## config.mk

```make
export PLATFORM = sky130hd
export DESIGN_NAME = synth_serial_loader
export DESIGN_NICKNAME = d
export VERILOG_FILES = /design/src/rtl/synth_serial_loader.sv
export SDC_FILE = /design/constraint.sdc
export NUM_CORES = 1
export LEC_CHECK = 0
export BUFFER_PORTS_ARGS = -buffer_cell sky130_fd_sc_hd__buf_2
export CAP_MARGIN = 20
export CORE_MARGIN = 2
export CORE_UTILIZATION = 28
export CTS_CLUSTER_DIAMETER = 50
export CTS_CLUSTER_SIZE = 12
export DETAILED_ROUTE_END_ITERATION = 10
export PLACE_DENSITY = 0.42
export SYNTH_ARGS = -nofsm -noshare
export SYNTH_HDL_FRONTEND = slang
export SYNTH_SLANG_ARGS = --single-unit
```

## constraint.sdc

```tcl
create_clock -name clk -period 2.8 [get_ports clk]
set_clock_uncertainty 0.05 [all_clocks]
set_input_delay 0.28 -clock clk [delete_from_list [all_inputs] [get_ports clk]]
set_output_delay 0.28 -clock clk [all_outputs]
set_load 0.01 [all_outputs]
```

## src/rtl/synth_serial_loader.sv

```systemverilog
module synth_serial_loader #(
  parameter int REF_W    = 14,
  parameter int SWAL_W   = 7,
  parameter int MAIN_W   = 11,
  parameter int SYNC_N   = 2,
  parameter int REF_MIN  = 8,
  parameter int MAIN_MIN = 16
) (
  input  logic              clk,
  input  logic              rst_n,
  input  logic              ser_clk,
  input  logic              ser_data,
  input  logic              ser_load,
  output logic [REF_W-1:0]  ref_count,
  output logic              pre_sel,
  output logic [SWAL_W-1:0] swallow,
  output logic [MAIN_W-1:0] main_count,
  output logic              ref_upd,
  output logic              div_upd,
  output logic              ld_err
);
  localparam int SR_W = SWAL_W + MAIN_W + 1;
  localparam logic [REF_W-1:0]  REF_LIM  = REF_W'(REF_MIN);
  localparam logic [MAIN_W-1:0] MAIN_LIM = MAIN_W'(MAIN_MIN);

  logic [SYNC_N-1:0] clk_sy, dat_sy, le_sy;
  logic              clk_prev, le_prev;
  logic [SR_W-1:0]   sr;

  always_ff @(posedge clk or negedge rst_n)
    if (!rst_n) begin
      clk_sy <= '0; dat_sy <= '0; le_sy <= '0;
      clk_prev <= 1'b0; le_prev <= 1'b0;
    end else begin
      clk_sy   <= {clk_sy[SYNC_N-2:0], ser_clk};
      dat_sy   <= {dat_sy[SYNC_N-2:0], ser_data};
      le_sy    <= {le_sy[SYNC_N-2:0], ser_load};
      clk_prev <= clk_sy[SYNC_N-1];
      le_prev  <= le_sy[SYNC_N-1];
    end

  wire clk_rise = clk_sy[SYNC_N-1] & ~clk_prev;
  wire le_rise  = le_sy[SYNC_N-1] & ~le_prev;

  // Newest bit enters at the top, so the control bit always lands in sr[SR_W-1].
  always_ff @(posedge clk or negedge rst_n)
    if (!rst_n)         sr <= '0;
    else if (clk_rise)  sr <= {dat_sy[SYNC_N-1], sr[SR_W-1:1]};

  wire                ctrl   = sr[SR_W-1];
  wire                n_pre  = sr[SR_W-2];
  wire [REF_W-1:0]    n_ref  = sr[SR_W-3 -: REF_W];
  wire [MAIN_W-1:0]   n_main = sr[SR_W-2 -: MAIN_W];
  wire [SWAL_W-1:0]   n_swal = sr[SWAL_W-1:0];
  wire ref_ok = n_ref >= REF_LIM;
  wire div_ok = (n_main >= MAIN_LIM) && (MAIN_W'(n_swal) < n_main);

  always_ff @(posedge clk or negedge rst_n)
    if (!rst_n) begin
      ref_count  <= REF_LIM;
      pre_sel    <= 1'b0;
      swallow    <= '0;
      main_count <= MAIN_LIM;
      ref_upd    <= 1'b0;
      div_upd    <= 1'b0;
      ld_err     <= 1'b0;
    end else begin
      ref_upd <= 1'b0;
      div_upd <= 1'b0;
      ld_err  <= 1'b0;
      if (le_rise) begin
        if (ctrl) begin
          if (ref_ok) begin
            ref_count <= n_ref;
            pre_sel   <= n_pre;
            ref_upd   <= 1'b1;
          end else ld_err <= 1'b1;
        end else begin
          if (div_ok) begin
            swallow    <= n_swal;
            main_count <= n_main;
            div_upd    <= 1'b1;
          end else ld_err <= 1'b1;
        end
      end
    end

  p_ref_hold_r3: assert property (@(posedge clk) disable iff (!rst_n)
    !ref_upd |-> ($stable(ref_count) && $stable(pre_sel)));
  p_div_hold_r4: assert property (@(posedge clk) disable iff (!rst_n)
    !div_upd |-> ($stable(main_count) && $stable(swallow)));
  p_ref_pulse_r5: assert property (@(posedge clk) disable iff (!rst_n)
    ref_upd |=> !ref_upd);
  p_div_pulse_r5: assert property (@(posedge clk) disable iff (!rst_n)
    div_upd |=> !div_upd);
  p_ref_floor_r6: assert property (@(posedge clk) disable iff (!rst_n)
    ref_count >= REF_LIM);
  p_err_excl_r6: assert property (@(posedge clk) disable iff (!rst_n)
    ld_err |-> (!ref_upd && !div_upd));
  p_main_floor_r7: assert property (@(posedge clk) disable iff (!rst_n)
    main_count >= MAIN_LIM);
  p_swal_below_r8: assert property (@(posedge clk) disable iff (!rst_n)
    MAIN_W'(swallow) < main_count);
endmodule

```

==> Word-level counts from Yosys, hierarchy flattened <==
Cells that the tools add are included.
{ "totals": {"output_inout_bits": 36, "reg_bits": 63, "input_bits": 5, "wordCells": 34} }
{ "op_classes": {"bitwise_logic": 5, "order_cmp": 3, "reduce_logical": 3, "muxes": 10} }
{ "op_table": {"columns": ["cell", "n"], "rows": [
  ["14-bit by 4-bit >= comparator with 1-bit output, second input constant", 1],
  ["11-bit by 5-bit >= comparator with 1-bit output, second input constant", 1],
  ["7-bit by 11-bit < comparator with 1-bit output", 1],
  ["1-bit two-way mux", 10],
  ["3-bit AND reduction", 2],
  ["1-bit inverter", 3],
  ["1-bit AND", 2],
  ["1-bit logical AND", 1]
]} }

==> Depth between registers and ports, before layout <==
Gate-level depths: netlist of run 1.
{ "logic_depth": {"depth_word": 5, "mapped_depth": 7, "depth_no_buf": 6} }

==> Worst setup path before layout of run 1 <==
No wires, ideal clock.
{ "synth_timing": {"path_kind": "register to register", "startpoint": "register sr[6]", "endpoint": "register main_count[3]", "arrival_time_ns": 1.731, "slack_ns": 0.885, "synth_period_minus_slack_ns": 1.915, "setup_ns": 0.133, "stages_incl_launch_ff": 7, "n_path_buf": 1, "cell_sequence": "dfrtp_1 > ha_1 > a21o_1 > a311oi_2 > o21a_2 > buf_6 > o211ai_2"} }
{ "synth_between": {"elab_chain_cells": 3} }
{ "synth_lines": {"columns": ["element", "line", "text"], "rows": [
  ["start: declaration", "28", "logic [SR_W-1:0] sr;"],
  ["start signal: assignment", "48", "else if (clk_rise) sr <= {dat_sy[SYNC_N-1], sr[SR_W-1:1]};"],
  ["7-bit by 11-bit < comparator with 1-bit output", "56", "wire div_ok = (n_main >= MAIN_LIM) && (MAIN_W'(n_swal) < n_main);"],
  ["1-bit logical AND", "56", null],
  ["3-bit AND reduction (no line)", null, null],
  ["end signal: assignment", "81", "main_count <= n_main;"],
  ["end: declaration", "17", "output logic [MAIN_W-1:0] main_count,"]
]} }
Every way passes these cells.
A chain may end at the register's enable or synchronous reset.

==> Worst setup path after layout of run 1 <==
{ "layout_timing": {"startpoint": "register sr[9]", "endpoint": "register main_count[0]"} }
{ "layout_between": {"elab_chain_cells": 3} }
{ "layout_lines": {"columns": ["element", "line"], "rows": [
  ["11-bit by 5-bit >= comparator with 1-bit output or 7-bit by 11-bit < comparator with 1-bit output (tied branches)", "56"],
  ["1-bit logical AND *", "56"],
  ["3-bit AND reduction (no line) *", null]
]} }
Mark *: on every way between the ends. The rest lies on a longest branch, timed or not.

==> reports/results.ini, run 1 <==
[run_status]
status = complete, no violations

[sta]
period_needed_ns = 2.21
setup_viol_count_final = 0
max_slew_margin_pct = 33.1
tns_ns = 0
slew_viol_final = 0
finalCritPeriodShare_pct = 79.0
rsz0062_at_grt = no
worstMarginPinSlew_ns = 1.00
hold_violations = 0
fmax_mhz = 452

[global_routing]
grt_use_total_pct = 12.8
antenna_found_initial = 0
grt_max_degree = 64
grt_pass1_wl_um = 11000
grt-ovfl-total = 0
grt_pass1_vias = 2048

[clock_tree]
cts_hold_buf = 3
path_clk_slew_ns = 0.07
post_cts_buffers = 0
cts_tree = yes
cts_buffers = 9
clkLatencyLatePin_ns = 0.34
root_buffer = clkbuf_8
clock-sinks = 63
cts_max_level = 3
cts_buffer_depth = 2
cts_resized = 0

[placement]
gp_congestion = 0.723
place_area_sq_um = 3220
post-dp-hpwl_um = 4260
dp.cells = 407
portBuffers = 40

[pwr]
leakage_nw = 1.64
p_sw_share_pct = 37.9
p_sw_mw = 1.35
p_comb_share_pct = 34.8
cellPowerDensity_nw_per_um2 = 1030
p_int_mw = 2.22
pwr-share-clk_pct = 25.5
seq_power_share_pct = 39.7
peakVddDrop_mv = 0.333

[cells_and_area]
drive_gt1_share_pct = 33.8
fillers = 1023
layout.cells.non_filler = 426
diodes = 0
nets = 296
syn_to_final_growth_pct = 20.8
multiInputGateArea_sq_um = 1180
final_area_sq_um = 3480
final-seq-area_sq_um = 1580

[logic_synthesis]
yosysWarnings = 0
syn_area_per_cell_sq_um = 12.0
synth_cell_type_count = 31
yosysMostFrequentCell = dfrtp_1
synth_area_leader_cell = dfrtp_1
ys_top_cells_by_count = dfrtp_1, nand2_1, mux2_2
yosysSeqAreaShare_pct = 54.8
synthArstFlopShare_pct = 100
yosys_register_bits = 63
synth_nets = 251
netlist_instances = 240
synth-edff-count = 0
synth_area_leaders = dfrtp_1, mux2_2, o211ai_1
ys.flop_type = dfrtp_1
syn-cell-area_sq_um = 2880
synth_top_area_share_pct = 53.0

[hold_path]
hp-class = input port to async pin

[setup_path]
r2r_start = sr[9]$_DFFE_PN0P_
crit_arrival_ns = 2.36
critPathLaunch = sr[9]$_DFFE_PN0P_
regToRegSetupSlack_ns = 0.59
endpoint = main_count[0]$_DFFE_PN0P_
startpoint_type = flop
critPathMaxFanout = 20
required_ns = 2.95
reg2reg_depth = 7
crit_type = flop to flop
critPathCaptureType = flop
r2r-end = main_count[0]$_DFFE_PN0P_

[floorplanning]
die_area_sq_um = 11100
row_count = 37
initial_core_util_pct = 28.4
die_h_um = 105
core_sq_um = 10100
pin_count = 41
die_w_um = 105

[detailed_routing]
ant_nets = 0
drt_first_pass_iters = 4
avgRoutedWirePerCell_um = 15.0
routed_via_density = 4.65
wl_um = 6400
drc = 0
num_vias = 1980
drt_iter0_drc = 70

[flow_run]
max-cap-violations = 0

layout by cell type, fill, tap and decap left out, types with 2 or more instances in the layout:
cell	Yosys	final
mux2_2	19	19
o31ai_1	4	4
o211ai_2	10	10
nor2_1	5	5
a21o_1	3	3
ha_1	6	6
buf_4	0	6
dfrtp_1	61	61
clkbuf_8	0	11
nand2b_1	4	4
dfstp_2	2	2
nand2_1	21	21
o21ai_0	6	6
a21oi_1	4	4
mux2_1	9	9
nand4_1	2	2
o211ai_1	18	18
dlygate4sd3_1	0	3
inv_1	11	11
bufinv_16	0	2
a22oi_1	14	14
clkinvlp_4	0	2
nor3_1	3	3
and2_1	14	14
buf_2	3	40
through the flow:
step / worst slack (ns) / hold slack [ns] / power (mW) / util [%]
6_report: 0.589 / 0.0638 / 3.57 / 34.3
4_1_cts: 0.554 / 0.0890 / 3.63 / 34.3
3_3_place_gp: 0.619 / 0.285 / 2.69 / 31.8
5_1_grt: 0.360 / 0.125 / 3.83 / 34.3
2_1_floorplan: 0.885 / -0.0656 / 2.27 / -
3_5_place_dp: 0.559 / 0.286 / 2.70 / 31.8
routing by layer:
layer	track usage, %	up-vias	part of all wire (%)
met1	18.3	975	50
li1	-	963	-
met3	2.66	10	2.5
met4	6.95	0	2.3
met2	18.0	32	45
met5	0	-	0
cell families after synthesis:
group | share of synthesized area, %
AO/OA/AOI/OAI | 17.8
buffers and inverters | 4.30
AND/OR/NAND/NOR | 9.51
flip-flops | 54.8
multiplexers | 10.9
adder cells (fa/ha/maj) | 2.61
worst max-delay path, stage by stage, from the launching register on:
cell and delay (ns):
dfrtp_1 0.41, inv_1 0.08, ha_1 0.29, a21o_1 0.18, a31oi_1 0.13, buf_4 0.23, o21a_2 0.54, o211ai_1 0.17
layout make-up:
class                   instances  area share, %
inverters                      11           1.19
well taps                     136           4.89
clock buffers                  11           4.35
flip-flops and latches         63           45.4
repair buffers                 49           7.91
multi-input cells             151           34.0
clock inverters                 5           2.30
power by group through the flow:
stage / sequential, mW / clock, mW / combinational (mW)
2_1_floorplan: 1.45 / 0 / 0.811
3_3_place_gp: 1.43 / 0 / 1.26
3_5_place_dp: 1.44 / 0 / 1.26
4_1_cts: 1.42 / 0.939 / 1.27
5_1_grt: 1.46 / 0.987 / 1.38
6_report: 1.42 / 0.912 / 1.24
sequential cells by signal, indices dropped and copies added (netlist names):
| signal | count |
|---|---|
| ld_err | 1 |
| main_count | 11 |
| le_prev | 1 |
| clk_sy | 2 |
| div_upd | 1 |
| dat_sy | 2 |
| ref_upd | 1 |
| le_sy | 2 |
| ref_count | 14 |
| pre_sel | 1 |
| clk_prev | 1 |
| sr | 19 |
| swallow | 7 |
worst min-delay path by stage:
stage                                    from                   to  slack (ns)  cells after the start
after CTS                               rst_n    ref_upd$_DFF_PN0_        0.09                      2
after detailed placement  clk_sy[0]$_DFF_PN0_  clk_sy[1]$_DFF_PN0_        0.29                      0
after global placement    dat_sy[0]$_DFF_PN0_  dat_sy[1]$_DFF_PN0_        0.28                      0
after global routing                    rst_n    ref_upd$_DFF_PN0_        0.12                      2
after floorplan                         rst_n   clk_prev$_DFF_PN0_       -0.07                      0
final                                   rst_n    ref_upd$_DFF_PN0_        0.06                      2
No activity file was read; power rests on OpenSTA's default activity.
==> run 2, diff against run 1 <==
- clock period: 2.8 -> 2.25 ns (I/O delays scaled with it)
==> run 2 against run 1 <==
  * Sequential share of layout area down 0.40 points
  * Final cell count up 1.2%
  * Die area unchanged
  * Clock-buffer cell count down 1
  * Via count up 2.6%
  * Core utilization up 0.31 points
  * Maximum frequency up 6.3%
  * Critical path type unchanged
  * Critical endpoint is now ld_err$_DFF_PN0_
  * Highest routed layer unchanged
==> reports/results.ini, run 2 (synthesis gave the netlist of run 1 again) <==
[setup_path]
critPathCaptureType = flop
reg2reg_depth = 7  ; unchanged
crit_arrival_ns = 2.23  ; -0.13 ns
startpoint_type = flop
required_ns = 2.40  ; -0.55 ns
critPathSlowestCell = dfrtp_1
crit_family = compound AO/OA/AOI/OAI gates
max_stage_delay_ns = 0.48  ; -0.06 ns
crit_type = flop to flop
cp_num_buf_inv = 2  ; unchanged
path_cells = inv_1 -> ha_1 -> a21o_1 -> a311oi_2 -> o21a_2 -> buf_12 -> o32ai_1
critPathMaxFanout = 20  ; unchanged
cp_num_cells = 7  ; unchanged

[placement]
portBuffers = 40  ; unchanged
gp_congestion = 0.701  ; -3.1%
dp_slack_ns = 0.168  ; -0.391 ns
post-dp-hpwl_um = 4540  ; +6.4%

[sta]
worstMarginPinSlew_ns = 0.900  ; -0.104 ns
rsz0062_at_grt = no
fmax_mhz = 481  ; +6.3%
slew_viol_final = 0  ; unchanged
hold_violations = 0  ; unchanged
setup_viol_count_final = 0  ; unchanged
fin_ws_ns = 0.169  ; -0.420 ns
period_needed_ns = 2.08  ; -0.130 ns
max_slew_margin_pct = 40.0  ; +6.9 points
fin_hold_ws_ns = 0.300  ; +0.236 ns
finalCritPeriodShare_pct = 92.5  ; +14 points
tns_ns = 0  ; unchanged

[floorplanning]
die_h_um = 105  ; unchanged
core_sq_um = 10100  ; unchanged
pin_count = 41  ; unchanged
die_w_um = 105  ; unchanged
initial_core_util_pct = 28.4  ; unchanged
row_count = 37  ; unchanged
die_area_sq_um = 11100  ; unchanged

[cells_and_area]
largest_registers = sr: 19 flops, ref_count: 14 flops, main_count: 11 flops
largest_register_ffs = 19  ; unchanged
regMostFlops = sr
drive_gt1_share_pct = 34.6  ; +0.78 points
final_common_cell = dfrtp_1
mostFrequentLayoutCells = dfrtp_1, buf_2, nand2_1, mux2_2, o211ai_1
nets = 301  ; +1.7%
diodes = 0  ; unchanged
syn_to_final_growth_pct = 21.9

[clock_tree]
cts_tree = yes
cts_buffers = 9  ; unchanged
cts_max_level = 3  ; unchanged
root_buffer = clkbuf_8
path_clk_slew_ns = 0.07  ; about the same
clkLatencyLatePin_ns = 0.35  ; about the same
clock-sinks = 63  ; unchanged
cts_resized = 0  ; unchanged
cts_buffer_depth = 2  ; unchanged

[flow_run]
max-cap-violations = 0  ; unchanged

[detailed_routing]
routed_via_density = 4.71  ; +1.4%
drt_first_pass_iters = 4  ; unchanged
drc = 0  ; unchanged
wl_um = 6890  ; +7.5%
num_vias = 2032  ; +2.6%
drt_iter0_drc = 100  ; +43%
ant_nets = 0  ; unchanged
avgRoutedWirePerCell_um = 16.0  ; +6.3%

[global_routing]
grt-ovfl-total = 0  ; unchanged
grt_pass1_vias = 2114  ; +3.2%
grt_max_degree = 28  ; -56%
antenna_found_initial = 0  ; unchanged
grt_pass1_wl_um = 11700  ; +6.5%
grt_use_total_pct = 13.8  ; +0.98 points

[pwr]
peakVddDrop_mv = 0.442  ; +33%
leakage_nw = 1.66  ; +1.1%
cellPowerDensity_nw_per_um2 = 1280  ; +25%

[hold_path]
hp-class = flop to flop
whs_path_depth = 0

[run_status]
status = complete, no violations

run 2: final cells by class:
class                   count  area [sq um]
fillers                  1049          6630
multi-input cells         151          1180
clock buffers              10           138
repair buffers             54           340
inverters                  11          41.3
clock inverters             6          60.1
well taps                 136           170
flip-flops and latches     63          1580
run 2: what timing repair did:
item	in CTS	in global routing
hold endpoints to repair	28	0
endpoints found under the setup margin	0	0
buffers inserted	0	0
hold buffers	4	0
run 2: metrics by stage:
| stage | utilization [%] | total power, mW | std cells | instance area [sq um] |
|---|---|---|---|---|
| after floorplan | - | 2.82 | 240 | 2880 |
| after global placement | 32.3 | 3.50 | 411 | 3270 |
| after detailed placement | 32.3 | 3.52 | 411 | 3270 |
| after CTS | 34.6 | 4.55 | 431 | 3510 |
| after global routing | 34.6 | 4.81 | 431 | 3510 |
| final | 34.6 | 4.49 | 431 | 3510 |
run 2: worst register-to-register path, stage by stage, from the launching register on:
cell and delay, ns:
dfrtp_1 0.48, inv_1 0.09, ha_1 0.33, a21o_1 0.20, a311oi_2 0.28, o21a_2 0.21
buf_12 0.18, o32ai_1 0.12
run 2: layer usage:
metal / up-vias / global-route usage [%] / routed length (um)
met5: - / 0 / 0
met1: 1005 / 19.1 / 3430
met4: 0 / 6.86 / 173
met2: 48 / 20.6 / 3050
li1: 966 / - / -
met3: 13 / 2.54 / 232
run 2: final timing paths:
| kind | start | slack (ns) | end |
|---|---|---|---|
| min in group asynchronous | rst_n | 0.39 | ref_upd$_DFF_PN0_ |
| max | sr[13]$_DFFE_PN0P_ | 0.17 | ld_err$_DFF_PN0_ |
| max reg2reg | sr[13]$_DFFE_PN0P_ | 0.17 | ld_err$_DFF_PN0_ |
| min reg2reg | dat_sy[0]$_DFF_PN0_ | 0.30 | dat_sy[1]$_DFF_PN0_ |
| min | dat_sy[0]$_DFF_PN0_ | 0.30 | dat_sy[1]$_DFF_PN0_ |
| max in group asynchronous | rst_n | 1.11 | main_count[4]$_DFFE_PN1P_ |
run 2: power by group:
part           switching, mW  internal [mW]  total [mW]
Combinational          0.998          0.702        1.70
Sequential             0.303           1.47        1.77
Clock                  0.479          0.536        1.01
Total                   1.78           2.71        4.49
==> run 3, diff against run 2 <==
- CORE_UTILIZATION: 28 -> 40
- PLACE_DENSITY: 0.42 -> 0.56
==> run 3 against run 2 <==
  * Sequential power is 2% lower
  * Worst hold slack better by 0.0015 ns
  * Combinational power hardly changed
  * Die area is 29% lower
  * Worst setup slack better by 0.15 ns
  * Cell area is 0.82% lower
  * Clock-buffer cell count is 1 lower
  * First-iteration DRC count is 23% lower
  * Non-clock buffer count is 2 higher
  * Critical path type unchanged
  * Highest routed layer unchanged
==> reports/results.ini, run 3 (synthesis gave the netlist of run 1 again) <==
[flow_run]
max-cap-violations = 0  ; unchanged

[placement]
post-dp-hpwl_um = 3980  ; -12%
gp_congestion = 0.821  ; +17%
place_area_sq_um = 3240  ; -1.1%
portBuffers = 40  ; unchanged

[cells_and_area]
drive_gt1_share_pct = 35.0  ; +0.44 points
diodes = 0  ; unchanged
regMostFlops = sr
final-seq-area_sq_um = 1580  ; unchanged
largest_registers = sr: 19 flops, ref_count: 14 flops, main_count: 11 flops
syn_to_final_growth_pct = 20.9
nets = 303  ; +0.66%
final_common_cell = dfrtp_1
fillers = 616  ; -41%
final_area_sq_um = 3480  ; -0.82%
mostFrequentLayoutCells = dfrtp_1, buf_2, nand2_1, mux2_2, o211ai_1
multiInputGateArea_sq_um = 1180  ; unchanged
largest_register_ffs = 19  ; unchanged
utilization_pct = 50.7  ; +16 points

[setup_path]
cp_num_buf_inv = 2  ; unchanged
reg2reg_depth = 7  ; unchanged
crit_family = compound AO/OA/AOI/OAI gates
critPathMaxFanout = 20  ; unchanged
r2r_start = sr[13]$_DFFE_PN0P_
crit_type = flop to flop
critPathCaptureType = flop
regToRegSetupSlack_ns = 0.32  ; +0.15 ns
endpoint = ld_err$_DFF_PN0_
path_cells = inv_1 -> ha_1 -> a21o_1 -> a311oi_2 -> o21a_2 -> buf_12 -> o32ai_1
critPathLaunch = sr[13]$_DFFE_PN0P_
crit_arrival_ns = 2.07  ; -0.16 ns
critPathSlowestCell = dfrtp_1
max_stage_delay_ns = 0.41  ; -0.07 ns
r2r-end = ld_err$_DFF_PN0_
cp_num_cells = 7  ; unchanged
startpoint_type = flop
required_ns = 2.39  ; about the same

[clock_tree]
cts_buffer_depth = 2  ; unchanged
clkLatencyLatePin_ns = 0.33  ; -0.02 ns
root_buffer = clkbuf_8
cts_buffers = 9  ; unchanged
path_clk_slew_ns = 0.07  ; about the same
cts_tree = yes
cts_hold_buf = 4  ; unchanged
cts_max_level = 3  ; unchanged
post_cts_buffers = 0  ; unchanged
clock-sinks = 63  ; unchanged
cts_resized = 0  ; unchanged

[pwr]
leakage_nw = 1.67  ; +0.52%
peakVddDrop_mv = 0.741  ; +68%
p_comb_share_pct = 38.2  ; +0.3 points
p_sw_mw = 1.72  ; -3.6%
cellPowerDensity_nw_per_um2 = 1270  ; -0.63%
seq_power_share_pct = 39.2  ; -0.3 points
pwr-share-clk_pct = 22.6  ; about the same
p_sw_share_pct = 38.8  ; -0.88 points
p_int_mw = 2.71  ; about the same
total_power_mw = 4.42  ; -1.4%

[detailed_routing]
wl_um = 6080  ; -12%
routed_via_density = 5.12  ; +8.6%
avgRoutedWirePerCell_um = 15.5  ; -3.2%
drt_iter0_drc = 77  ; -23%
ant_nets = 0  ; unchanged
drc = 0  ; unchanged
drt_first_pass_iters = 4  ; unchanged
num_vias = 2013  ; -0.94%

[global_routing]
grt_use_total_pct = 17.0  ; +3.2 points
grt_max_degree = 64  ; +130%
grt-ovfl-total = 0  ; unchanged
grt_pass1_vias = 1994  ; -5.7%
grt_pass1_wl_um = 10100  ; -13%
antenna_found_initial = 0  ; unchanged

[floorplanning]
initial_core_util_pct = 41.9  ; +14 points
die_area_sq_um = 7900  ; -29%
die_w_um = 88.9  ; -16%
core_sq_um = 6870  ; -32%
pin_count = 41  ; unchanged
die_h_um = 88.9  ; -16%
row_count = 30  ; -19%

[sta]
setup_viol_count_final = 0  ; unchanged
slew_viol_final = 0  ; unchanged
finalCritPeriodShare_pct = 85.7  ; -6.8 points
fin_hold_ws_ns = 0.301  ; +0.00147 ns
hold_violations = 0  ; unchanged
tns_ns = 0  ; unchanged
worstMarginPinSlew_ns = 0.905  ; +0.00477 ns
fmax_mhz = 519  ; +7.9%
rsz0062_at_grt = no
max_slew_margin_pct = 39.7  ; -0.32 points
period_needed_ns = 1.93  ; -0.153 ns

[run_status]
status = complete, no violations

[hold_path]
hp-class = flop to flop

-- run 3: worst min path at each step --
stage | start | end | cells past startpoint
2_1_floorplan | rst_n | clk_prev$_DFF_PN0_ | 0
3_3_place_gp | rst_n | div_upd$_DFF_PN0_ | 2
3_5_place_dp | rst_n | div_upd$_DFF_PN0_ | 2
4_1_cts | clk_sy[0]$_DFF_PN0_ | clk_sy[1]$_DFF_PN0_ | 0
5_1_grt | dat_sy[0]$_DFF_PN0_ | dat_sy[1]$_DFF_PN0_ | 0
6_report | clk_sy[0]$_DFF_PN0_ | clk_sy[1]$_DFF_PN0_ | 0
-- run 3: power groups by stage --
| stage | logic, mW | clock network [mW] | registers [mW] |
|---|---|---|---|
| after floorplan | 1.01 | 0 | 1.81 |
| after global placement | 1.69 | 0 | 1.75 |
| after detailed placement | 1.70 | 0 | 1.76 |
| after CTS | 1.71 | 1.03 | 1.74 |
| after global routing | 1.87 | 1.08 | 1.79 |
| final | 1.69 | 0.998 | 1.73 |
-- run 3: layout make-up --
class / instances / share of cell area, %
repair buffers: 56 / 10.2
clock buffers: 9 / 3.56
inverters: 11 / 1.19
multi-input cells: 151 / 34.0
well taps: 96 / 3.45
flip-flops and latches: 63 / 45.3
clock inverters: 7 / 2.30
-- run 3: routing by layer --
metal  up-vias  wire length [um]  GRT usage [%]
li1        971                 -              -
met1       989              3080           24.5
met2        46              2660           24.6
met3         7               252           3.45
met4         0                89           7.85
met5         -                 0              0
-- run 3: metrics by stage --
step           std cells  setup slack [ns]
4_1_cts              393             0.305
5_1_grt              393             0.198
3_5_place_dp         373             0.311
6_report             393             0.322
3_3_place_gp         373             0.367
2_1_floorplan        240             0.335
